File: src/rtl/flc_pkg.sv
package flc_pkg;

    // Classification of one sampled stream byte.
    typedef enum logic [1:0] {
        KIND_NONE = 2'd0,   // not sampled, or a foreign control character
        KIND_DATA = 2'd1,   // ordinary payload byte
        KIND_SOF  = 2'd2,   // frame opener
        KIND_EOF  = 2'd3    // frame closer
    } sym_kind_e;

    localparam logic [7:0] SOF_BYTE = 8'hFB;
    localparam logic [7:0] EOF_BYTE = 8'hFD;

endpackage

File: src/rtl/flc_len_track.sv
module flc_len_track
    import flc_pkg::*;
#(
    parameter int LEN_W = 8
) (
    input  logic             clk,
    input  logic             rst_n,
    input  sym_kind_e        kind,
    output logic             end_hit,
    output logic             err_hit,
    output logic [LEN_W-1:0] final_len
);

    localparam logic [LEN_W-1:0] LEN_MAX = '1;

    typedef struct packed {
        logic             open;
        logic [LEN_W-1:0] count;
    } track_s;

    track_s track_d, track_q;

    always_comb begin
        track_d   = track_q;
        end_hit   = 1'b0;
        err_hit   = 1'b0;
        final_len = track_q.count;
        case (kind)
            KIND_SOF: begin
                err_hit       = track_q.open;
                track_d.open  = 1'b1;
                track_d.count = '0;
            end
            KIND_DATA: begin
                if (track_q.open && (track_q.count != LEN_MAX)) begin
                    track_d.count = track_q.count + 1'b1;
                end
            end
            KIND_EOF: begin
                if (track_q.open) begin
                    end_hit      = 1'b1;
                    track_d.open = 1'b0;
                end else begin
                    err_hit = 1'b1;
                end
            end
            default: ;
        endcase
    end

    always_ff @(posedge clk) begin
        if (!rst_n) begin
            track_q <= '0;
        end else begin
            track_q <= track_d;
        end
    end

endmodule

File: config.mk
export PLATFORM = sky130hd
export DESIGN_NAME = flc_len_track
export DESIGN_NICKNAME = d
export VERILOG_FILES = /design/src/rtl/flc_pkg.sv /design/src/rtl/flc_len_track.sv
export SDC_FILE = /design/constraint.sdc
export NUM_CORES = 1
export LEC_CHECK = 0
export ABC_AREA = 1
export BUFFER_PORTS_ARGS = -buffer_cell sky130_fd_sc_hd__buf_2
export CAP_MARGIN = 20
export CORE_AREA = 2 2 39 41
export DETAILED_ROUTE_END_ITERATION = 12
export DIE_AREA = 0 0 41 43
export PLACE_DENSITY = 0.64
export REMOVE_ABC_BUFFERS = 1
export SLEW_MARGIN = 20
export SYNTH_ARGS = -nofsm -noshare
export SYNTH_HDL_FRONTEND = slang
export SYNTH_SLANG_ARGS = --single-unit
File: constraint.sdc
create_clock -name clk -period 2.1 [get_ports clk]
set_input_delay 0.105 -clock clk [delete_from_list [all_inputs] [get_ports clk]]
set_output_delay 0.105 -clock clk [all_outputs]
set_load 0.05 [all_outputs]
Word-level counts from Yosys, hierarchy flattened
Index checks and enable logic that the tools add are counted.
{ "op_classes": {"addsub": 1, "n_mux": 7, "n_reduce_logical": 4, "n_eq_ne": 5} }
{ "ops": {"columns": ["operator", "n"], "rows": [
  ["case mux 8 bit (2 select lines)", 1],
  ["adder 8 x 1 -> 8 bit (second input constant)", 1],
  ["2-to-1 mux 8 bit", 1],
  ["inequality test 8 bit (second input constant)", 1],
  ["== test 2 bit (second input constant)", 2],
  ["case mux 1 bit (2 select lines)", 2],
  ["nonzero test 2 bit", 2],
  ["2-to-1 mux 1 bit", 3],
  ["== test 2 x 1 -> 1 bit (second input constant)", 1],
  ["inequality test 2 bit (second input constant)", 1],
  ["AND reduction 2 bit", 1],
  ["logical AND 1 bit", 1]
]} }
{ "totals": {"regBits": 9, "out_inout_bits": 10, "wordCells": 19} }

Logic depth before layout (Yosys ltp)
Gate-level depths: netlist of the first run.
{ "logic_depth": {"depth_word": 4, "ltp_mapped": 8} }

Worst setup path after synthesis of the first run
OpenSTA, ideal clock, no wires.
{ "synth_timing": {"path_type": "register to output", "from": "reg track_q[8] in the netlist's numbering", "to": "out err_hit", "path_slack_ns": 0.567, "t_arrival_ns": 1.428, "path_stages_with_launch": 2, "required_time_ns": 1.995, "path_cell_list": "dfxtp_1 -> o21ai_0"} }
{ "synth_between": {"elab_chain_len": 2} }
{ "synth_rtl": {"columns": ["item", "line_no", "source"], "rows": [
  ["start, declared", "flc_len_track.sv:21", "track_s track_d, track_q;"],
  ["start signal, assigned", "flc_len_track.sv:55", "track_q <= track_d;"],
  ["2-to-1 mux 1 bit", "flc_len_track.sv:40", "if (track_q.open) begin"],
  ["case mux 1 bit (2 select lines) (*)", "flc_len_track.sv:28", "case (kind)"],
  ["end, declared", "flc_len_track.sv:10", "output logic err_hit,"]
]} }
Mark *: on every way between the ends. The rest lies on a longest branch, timed or not.

Final worst setup path of the first run
{ "layout_timing": {"from": "reg track_q, in the netlist final_len[0]", "to": "reg track_q, in the netlist final_len[5]"} }
{ "layout_between": {"elab_chain_len": 4, "word_cells_on_any_way": 7, "cone_classes": "add/sub: 1; eq/ne: 2; mux: 2; reduce/logical: 2"} }
{ "layout_rtl": {"columns": ["item"], "rows": [
  ["parallel branches: the longest is 4 deep, another holds adder 8 x 1 -> 8 bit"]
]} }
Several ways; the timed one is not identified. The select of a mux whose other input is x is not followed.
A chain may end at the register's enable or synchronous reset.

==> summary.md, run 1 <==
| Metric | Value |
|---|---|
| Final Slew Violations | `0` |
| Die ar. | `1760 µm²` |
| Die H | `43 µm` |
| Commonest cells post-synth | `nand2_1 (16), nand3_1 (11), dfxtp_1 (9)` |
| Largest net degree at the start of global routing | `10` |
| Worst hold slack | `0.123 ns` |
| Worst slew margin | `82.3%` |
| Synth area leaders | `dfxtp_1 (32%), buf_4 (11%), nand2_1 (11%)` |
| DRT antenna net count | `0` |
| CTS H-tree lvls | `1` |
| Data required, critical path | `2.30 ns` |
| Post-synth EDFFs | `0` |
| Drt wl/cell | `roughly 10 µm` |
| CTS buffer count | `3` |
| Pwr/cell area | `541 nW/µm²` |
| Worst Path Arrival | `1.50 ns` |
| Outcome | `complete, no violations` |
| Area grow syn2layout | `8.97%` |
| Worst setup SP type | `flop` |
| Synth cell types | `18` |
| Die Wd | `41 µm` |
| All-Layer GR Usage | `15.9%` |
| FFs w/ async S/R, synth | `0%` |
| Vias per cell | `5.15` |
| Post-cts resize count | `0` |
| Clk buf depth | `2` |
| Worst Setup End Kind | `flop` |
| Drt initial violations | `11` |
| Cell Rows | `14` |
| CORE AREA | `1380 µm²` |
| Setup TNS | `0 ns` |
| Primary FF master, synth | `dfxtp_1` |
| Top-count cell post-synth | `nand2_1` |
| RSZ-0062 raised after global routing | `false` |
| Starting Density | `41.3%` |
| DP HPWL | `816 µm` |
| Routed via count | `551` |
| Post-Syn Instances | `82` |
| Crit Path Max Fanout | `6` |
| Pleak | `0.000257 µW` |
| Grt ovf | `0` |
| Period utilisation layout | `61.9%` |
| Clock Pin Slew Worst Setup and Hold Paths | `0.07 ns` |
| Final nets | `97` |
| Antenna diodes | `0` |
| Placer Congestion | `roughly 0.8` |
| Worst skew pair latency | `0.26 ns` |
| Hold_buf cts | `0` |
| Top-area cell type share of the netlist area | `between 30% and 40%` |
| Residual DRC count | `0` |
| Max frequency | `0.770 GHz` |
| Synthesis Warnings | `0` |
| Measured slew at the worst slew-check pin | `between 0.2 and 0.3 ns` |
| Minimum clock period | `~1.3 ns` |
| # IOs | `14` |
| IR drop worst, VDD | `0.000329 V` |
| Share of cells above drive strength 1 | `24.2%` |
| Routed WL | `1090 µm` |
| First-pass GRT wire length | `roughly 1900 µm` |
| Postcts setup bufs | `0` |
| Initial antenna violation count | `0` |
| Hold Vio Cnt, Final | `0` |
| Hold crit path type | `in -> reg` |
| TritonCTS clock tree | `yes` |
| Setup violators final | `0` |
| Final worst slack | `between 0.8 and 0.9 ns` |
| Setup Skew | `a little under 0.009 ns` |
| CP Class | `reg -> reg` |
| Seq cells post-synth | `9` |
| Maximum Capacitance Violations | `0` |
| Leading area contributor after synthesis | `dfxtp_1` |
| Post-Syn Area | `572 µm²` |
| Number of global-route vias before repair | `478` |
| DR pass1 iterations | `4` |
| Fill count | `168` |
| Post-synthesis area per instance | `roughly 7.0 µm²` |
| Worst slack at placement | `0.807 ns` |
| Seq/Total Area, Yosys | `31.5%` |
| PortBufs | `13` |
| Root Buffer | `clkbuf_4` |
| CTS sink count | `9` |
[metal layers]
metal,vias to the layer above,part of all wire (%),wire length [µm],global-route usage (%)
li1,280,-,-,-
met1,257,46,504,18.4
met2,10,47,508,23.1
met3,4,4.3,47,6.81
met4,0,2.3,25,9.33
met5,-,0,0,0
[stage by stage]
stage                     instances  cell area, µm²  power (µW)  utilization [%]
final                           107             623         337             45.0
after detailed placement        103             597         206             43.1
after global placement          103             597         206             43.1
after global routing            107             623         359             45.0
after floorplan                  74             512         197                -
after CTS                       107             623         341             45.0
[flip-flops by register name, indices dropped and copies added (netlist names)]
| name | count |
|---|---|
| final_len | 8 |
| track_q | 1 |
[cell usage in the layout, fill, tap and decap left out]
master,count
nand2_1,16
a21oi_2,1
o21bai_1,1
dfxtp_1,9
buf_2,13
o21ai_0,5
inv_1,7
clkbuf_1,1
a21oi_1,8
nand3b_1,1
nand3_1,11
nand2_2,2
nand2_4,1
nor2_1,6
clkinv_1,1
clkbuf_4,3
nor2_4,2
ha_1,1
a21boi_0,1
xor2_1,1
[cell type report]
| class | instances | area [µm²] | area share (%) |
|---|---|---|---|
| repair buffers | 13 | 65.1 | 10.4 |
| multi-input cells | 57 | 302 | 48.4 |
| flip-flops and latches | 9 | 180 | 28.9 |
| clock buffers | 4 | 26.3 | 4.22 |
| inverters | 8 | 30.0 | 4.82 |
| well taps | 16 | 20.0 | 3.21 |
[report_power, final]
group | internal (µW) | leakage (µW) | total, µW | switching [µW]
combinational | 7.04 | 0.000169 | 28.2 | 21.1
clock | 73.2 | 0.0000150 | 135 | 61.9
sequential | 172 | 0.0000727 | 174 | 1.69
total | 252 | 0.000257 | 337 | 84.8
[worst max-delay path, cell delays in order, from the launching register on]
cell	delay (ns)
dfxtp_1	0.34
ha_1	0.22
nand2_2	0.11
nor2_4	0.06
a21oi_2	0.26
nand3_1	0.12
a21oi_1	0.13
[path summary, 6_finish.rpt]
kind	startpoint	to	slack, ns	depth (start not counted)
min	rst_n	final_len[4]	0.12	3
max	final_len[0]	final_len[5]	0.80	6
max reg2reg	final_len[0]	final_len[5]	0.80	6
min reg2reg	final_len[7]	final_len[7]	0.50	2
[logic make-up (layout without fill, tap and decap cells)]
kind of cell               count (synthesis)  in the layout  share of synthesized area, %
buffers and inverters                     16             25                          15.8
DFF                                        9              9                          31.5
and+or+nand+nor                           39             39                          33.5
xor gates and xnor gates                   1              1                          1.53
adders and majority gates                  1              1                          2.19
AOI/OAI and AO/OA                         16             16                          15.5
Note: power is estimated with default switching activity, not from simulation.
==> inputs of run 2 (changes only) <==
clock period = 1.3 ns   (was 2.1 ns; I/O delays follow)
==> run 2 against run 1 <==
Count of clock-buffer cells in the layout unchanged. Routed wire length up 9.8%. Clock skew down 0.0069 ns. Register-to-register slack worse by 0.72 ns. Design area up 13%. Sequential share of layout area down 2.6 points. Critical endpoint unchanged. Largest power group unchanged. Highest routed layer unchanged.
==> summary.md, run 2 (synthesized netlist as in run 1, its figures left out) <==
| Metric | Value |
|---|---|
| Outcome | `complete, no violations` |
| Hold crit path type | `in -> reg` |
| Commonest non-fill, non-tap cell in the layout | `nand2_1` |
| FF-to-FF Start | `final_len[0]` |
| Antenna diodes | `0` |
| Largest register FFs | `8` |
| Cells after DPL | `106` |
| Area grow syn2layout | `23.0%` |
| Die H | `43 µm` |
| Placer Congestion | `0.766` |
| Grt ovf | `0` |
| Psw | `between 100 and 150 µW` |
| First-pass GRT wire length | `1900 µm` |
| CTS buffer count | `3` |
| Drt initial violations | `0` |
| Setup violators final | `0` |
| CTS sink count | `9` |
| Vias per cell | `4.96` |
| IR drop worst, VDD | `0.000437 V` |
| Worst Setup End Kind | `flop` |
| CORE AREA | `1380 µm²` |
| Maximum Capacitance Violations | `0` |
| All-Layer GR Usage | `16.0%` |
| Pleak | `between 0.0002 and 0.0003 µW` |
| Data required, critical path | `approximately 1.5 ns` |
| Worst Path Arrival | `approximately 1.4 ns` |
| DP HPWL | `around 840 µm` |
| DRT antenna net count | `0` |
| CTS H-tree lvls | `1` |
| Clk buf depth | `2` |
| Hold_buf cts | `0` |
| Setup TNS | `0 ns` |
| Switching Share | `between 20% and 30%` |
| CP Class | `reg -> reg` |
| Cell Rows | `14` |
| Measured slew at the worst slew-check pin | `a little under 0.3 ns` |
| Root Buffer | `clkbuf_4` |
| Routed via count | `551` |
| Hold Vio Cnt, Final | `0` |
| Clock Power Share | `just over 40%` |
| Crit Path Max Fanout | `8` |
| CP max stage cell | `dfxtp_4` |
| RSZ-0062 raised after global routing | `false` |
| Starting Density | `a little over 40%` |
| Setup Skew | `0.00192 ns` |
| Buffers & Inverters on Critical Path | `0` |
| Crit-path leading delay family | `simple AND/OR/NAND/NOR gates` |
| Largest net degree at the start of global routing | `10` |
| Crit path largest cell delay | `0.37 ns` |
| Pwr/cell area | `roughly 790 nW/µm²` |
| Number of global-route vias before repair | `465` |
| Final Slew Violations | `0` |
| Most used cell, CP | `nand2_2` |
| Drt wl/cell | `10.7 µm` |
| TritonCTS clock tree | `yes` |
| Sequential power share | `~51%` |
| Residual DRC count | `0` |
| Non-filler cells, final | `around 110` |
| Hold Path Origin | `rst_n` |
| Critical path startpoint | `final_len[0]` |
| Initial antenna violation count | `0` |
| DR pass1 iterations | `1` |
| CP cell instances | `ha_4 > nand2_2 > nor2_4 > nand2_2 > nand2_4 > nand3_1 > a21oi_1` |
| # IOs | `14` |
| PortBufs | `13` |
| Worst skew pair latency | `0.27 ns` |
| Final nets | `around 100` |
| Minimum clock period | `roughly 1.2 ns` |
| Period utilisation layout | `93.8%` |
| P_int | `between 400 and 500 µW` |
| Worst setup SP type | `flop` |
| Clock Pin Slew Worst Setup and Hold Paths | `0.06 ns` |
| Die Wd | `around 40 µm` |
| Worst slew margin | `80.5%` |
| Max frequency | `0.820 GHz` |
| Die ar. | `1760 µm²` |
| Most frequent cells in the layout | `nand2_1 (15), buf_2 (13), nand3_1 (8), inv_1 (7), dfxtp_1 (7)` |
| Share of cells above drive strength 1 | `36.8%` |
| Fill count | `145` |
| Routed WL | `between 1000 and 1500 µm` |
| Comb power frac | `8.9%` |
[run 2: cell count changes in the layout (fill, tap and decap cells not counted), sizes merged]
| cell | previous run | this run |
|---|---|---|
| buf | 13 | 17 |
[run 2: metrics by stage]
stage / power [µW] / cell area, µm² / hold WS (ns) / worst slack [ns] / util [%]
after floorplan: 318 / 512 / 0.201 / -0.314 / -
final: 553 / 703 / 0.0659 / 0.0801 / 50.8
after global routing: 577 / 703 / 0.0780 / 0.00690 / 50.8
after CTS: 556 / 646 / 0.0590 / 0.0114 / 46.7
after detailed placement: 333 / 619 / 0.344 / 0.0321 / 44.8
after global placement: 333 / 619 / 0.340 / 0.0542 / 44.8
[run 2: final timing paths]
path	cells after the start	endpoint	slack, ns
worst min register to register	2	final_len[7]	0.50
worst min-delay path	3	final_len[4]	0.07
worst max-delay path	7	final_len[5]	0.08
worst max register to register	7	final_len[5]	0.08
[run 2: area by class of cell]
type                    instances  area, µm²  area share [%]
multi-input cells              57        347            49.3
flip-flops and latches          9        185            26.3
repair buffers                 17       95.1            13.5
inverters                       8       30.0            4.27
clock buffers                   4       26.3            3.74
well taps                      16       20.0            2.85
[run 2: repair_timing]
action / in CTS / in global routing
setup buffers: 0 / 1
endpoints found under the hold margin: 0 / 0
endpoints found under the setup margin: 0 / 8
gates resized for setup: 0 / 13
[run 2: worst min-delay path: cells and delay by family]
family                 cells  cell delay (ns)
buffers and inverters      1             0.12
AO/OA/AOI/OAI              2             0.11
[run 2: power by group through the flow]
stage | clock network (µW) | logic, µW | registers [µW]
after detailed placement | 0 | 45.4 | 287
after global routing | 243 | 54.3 | 280
after CTS | 230 | 45.6 | 281
final | 224 | 49.1 | 280
after global placement | 0 | 45.5 | 287
after floorplan | 0 | 27.7 | 290
[run 2: metal layers]
metal  vias to the layer above  part of all wire, %  track usage [%]
li1                        286                    -                -
met1                       245                   43             17.9
met2                        13                   48             24.1
met3                         7                  4.2             4.71
met4                         0                  4.7             12.0
met5                         -                    0                0
==> inputs of run 3 (changes only) <==
ABC_CLOCK_PERIOD_IN_PS = 1300   (was unset)
PLACE_DENSITY = 0.73   (was 0.64)
==> run 3 against run 2 <==
Die area is the same. Sequential share of layout area rose by 0.57 points. Global-route usage rose by 0.72 points. Cell count stayed put. Via count up 0.36%. Clock skew shrank 0.00059 ns. Largest cell class unchanged.
==> summary.md, run 3 (synthesized netlist as in run 1, its figures left out) <==
| Metric | Value |
|---|---|
| Outcome | `complete, no violations` |
| Area grow syn2layout | `20.4%` |
| Clock Pin Slew Worst Setup and Hold Paths | `0.06 ns` |
| Hold crit path type | `in -> reg` |
| Period utilisation layout | `92.5%` |
| Clk buf depth | `2` |
| Commonest non-fill, non-tap cell in the layout | `nand2_1` |
| CTS buffer count | `3` |
| Initial antenna violation count | `0` |
| Pwr/cell area | `roughly 800 nW/µm²` |
| Worst setup path endpoint | `final_len[6]` |
| Minimum clock period | `1.20 ns` |
| Setup Skew | `0.00132 ns` |
| Worst setup SP type | `flop` |
| DR pass1 iterations | `4` |
| Placer Congestion | `0.831` |
| Final Slew Violations | `0` |
| Final nets | `101` |
| Die Wd | `41 µm` |
| Worst skew pair latency | `0.26 ns` |
| Measured slew at the worst slew-check pin | `0.259 ns` |
| CP Class | `reg -> reg` |
| RSZ-0062 raised after global routing | `false` |
| Worst slew margin | `82.6%` |
| Critical path startpoint | `final_len[6]` |
| TritonCTS clock tree | `yes` |
| Grt ovf | `0` |
| Die ar. | `1760 µm²` |
| Drt wl/cell | `10.8 µm` |
| Maximum Capacitance Violations | `0` |
| Routed WL | `1200 µm` |
| Setup TNS | `0 ns` |
| # IOs | `14` |
| Largest register FFs | `8` |
| Most frequent cells in the layout | `nand2_1 (15), buf_2 (13), nand3_1 (11)` |
| DP HPWL | `861 µm` |
| CTS H-tree lvls | `1` |
| Tot Pwr | `about 550 µW` |
| Residual DRC count | `0` |
| Root Buffer | `clkbuf_4` |
| Worst slack at placement | `0.0765 ns` |
| CTS sink count | `9` |
| IR drop worst, VDD | `about 0.00047 V` |
| Hold Vio Cnt, Final | `0` |
| Worst Setup End Kind | `flop` |
| PortBufs | `13` |
| Hold_buf cts | `0` |
| Data required, critical path | `1.50 ns` |
| DRT antenna net count | `0` |
| Die H | `~43 µm` |
| Largest net degree at the start of global routing | `10` |
| Setup slack, reg-to-reg | `0.1 ns` |
| Routed via count | `553` |
| Cell Rows | `14` |
| FF-to-FF Start | `final_len[6]` |
| Worst hold slack | `0.0643 ns` |
| Vias per cell | `4.98` |
| CORE AREA | `1380 µm²` |
| Worst Path Arrival | `1.41 ns` |
| Antenna diodes | `0` |
| Reg-to-reg endpoint | `final_len[6]` |
| All-Layer GR Usage | `~17%` |
| First-pass GRT wire length | `about 2000 µm` |
| Pleak | `0.000277 µW` |
| Share of cells above drive strength 1 | `36.8%` |
| Worst-case reg-to-reg path depth | `6` |
| Max frequency | `0.832 GHz` |
| Drt initial violations | `19` |
| Number of global-route vias before repair | `482` |
| Final worst slack | `0.0977 ns` |
| Setup violators final | `0` |
| Crit Path Max Fanout | `8` |
| Starting Density | `41.3%` |
[run 3: cell counts in the layout (fill, tap and decap cells not counted)]
Identical to the previous run, type by type.
[run 3: final cells by class]
type,instances,area (µm²)
Multi-Input combinational cell,57,332
Tap cell,16,20.0
Fill cell,144,696
Clock buffer,4,26.3
Sequential cell,9,185
Timing Repair Buffer,17,95.1
Inverter,8,30.0
[run 3: timing repair]
action	CTS	global route
hold endpoints to repair	0	0
gates resized for setup	0	11
setup endpoints to repair	0	8
buffers inserted	0	0
[run 3: per-layer routing]
layer / vias to the layer above / wire, µm / track usage (%)
met2: 20 / 548 / 23.8
met5: - / 0 / 0
met3: 4 / 78 / 3.14
li1: 287 / - / -
met1: 242 / 543 / 22.8
met4: 0 / 24 / 9.33
[run 3: critical path, cell delays in order (launching register included)]
cell	delay, ns
dfxtp_1	0.41
nand2_1	0.13
nor2_4	0.16
nand2_2	0.09
nand2_4	0.12
nand3_1	0.09
a21oi_2	0.14
[run 3: how the worst min path moves through the flow]
| stage | startpoint | endpoint | slack (ns) | cells past startpoint |
|---|---|---|---|---|
| 2_1_floorplan | rst_n | final_len[0] | 0.20 | 2 |
| 3_3_place_gp | rst_n | final_len[4] | 0.35 | 3 |
| 5_1_grt | rst_n | final_len[0] | 0.08 | 3 |
| 3_5_place_dp | rst_n | final_len[0] | 0.35 | 3 |
| 4_1_cts | rst_n | final_len[0] | 0.08 | 3 |
| 6_report | rst_n | final_len[0] | 0.06 | 3 |
[run 3: per-stage QoR]
stage | area [µm²] | instances | utilization (%)
2_1_floorplan | 512 | 74 | -
3_3_place_gp | 627 | 107 | 45.3
3_5_place_dp | 627 | 107 | 45.3
4_1_cts | 653 | 111 | 47.2
5_1_grt | 688 | 111 | 49.7
6_report | 688 | 111 | 49.7
[run 3: power by group]
part           internal (µW)  switching (µW)
clock                    119             105
combinational           12.9            36.0
sequential               278            2.62
total                    410             143
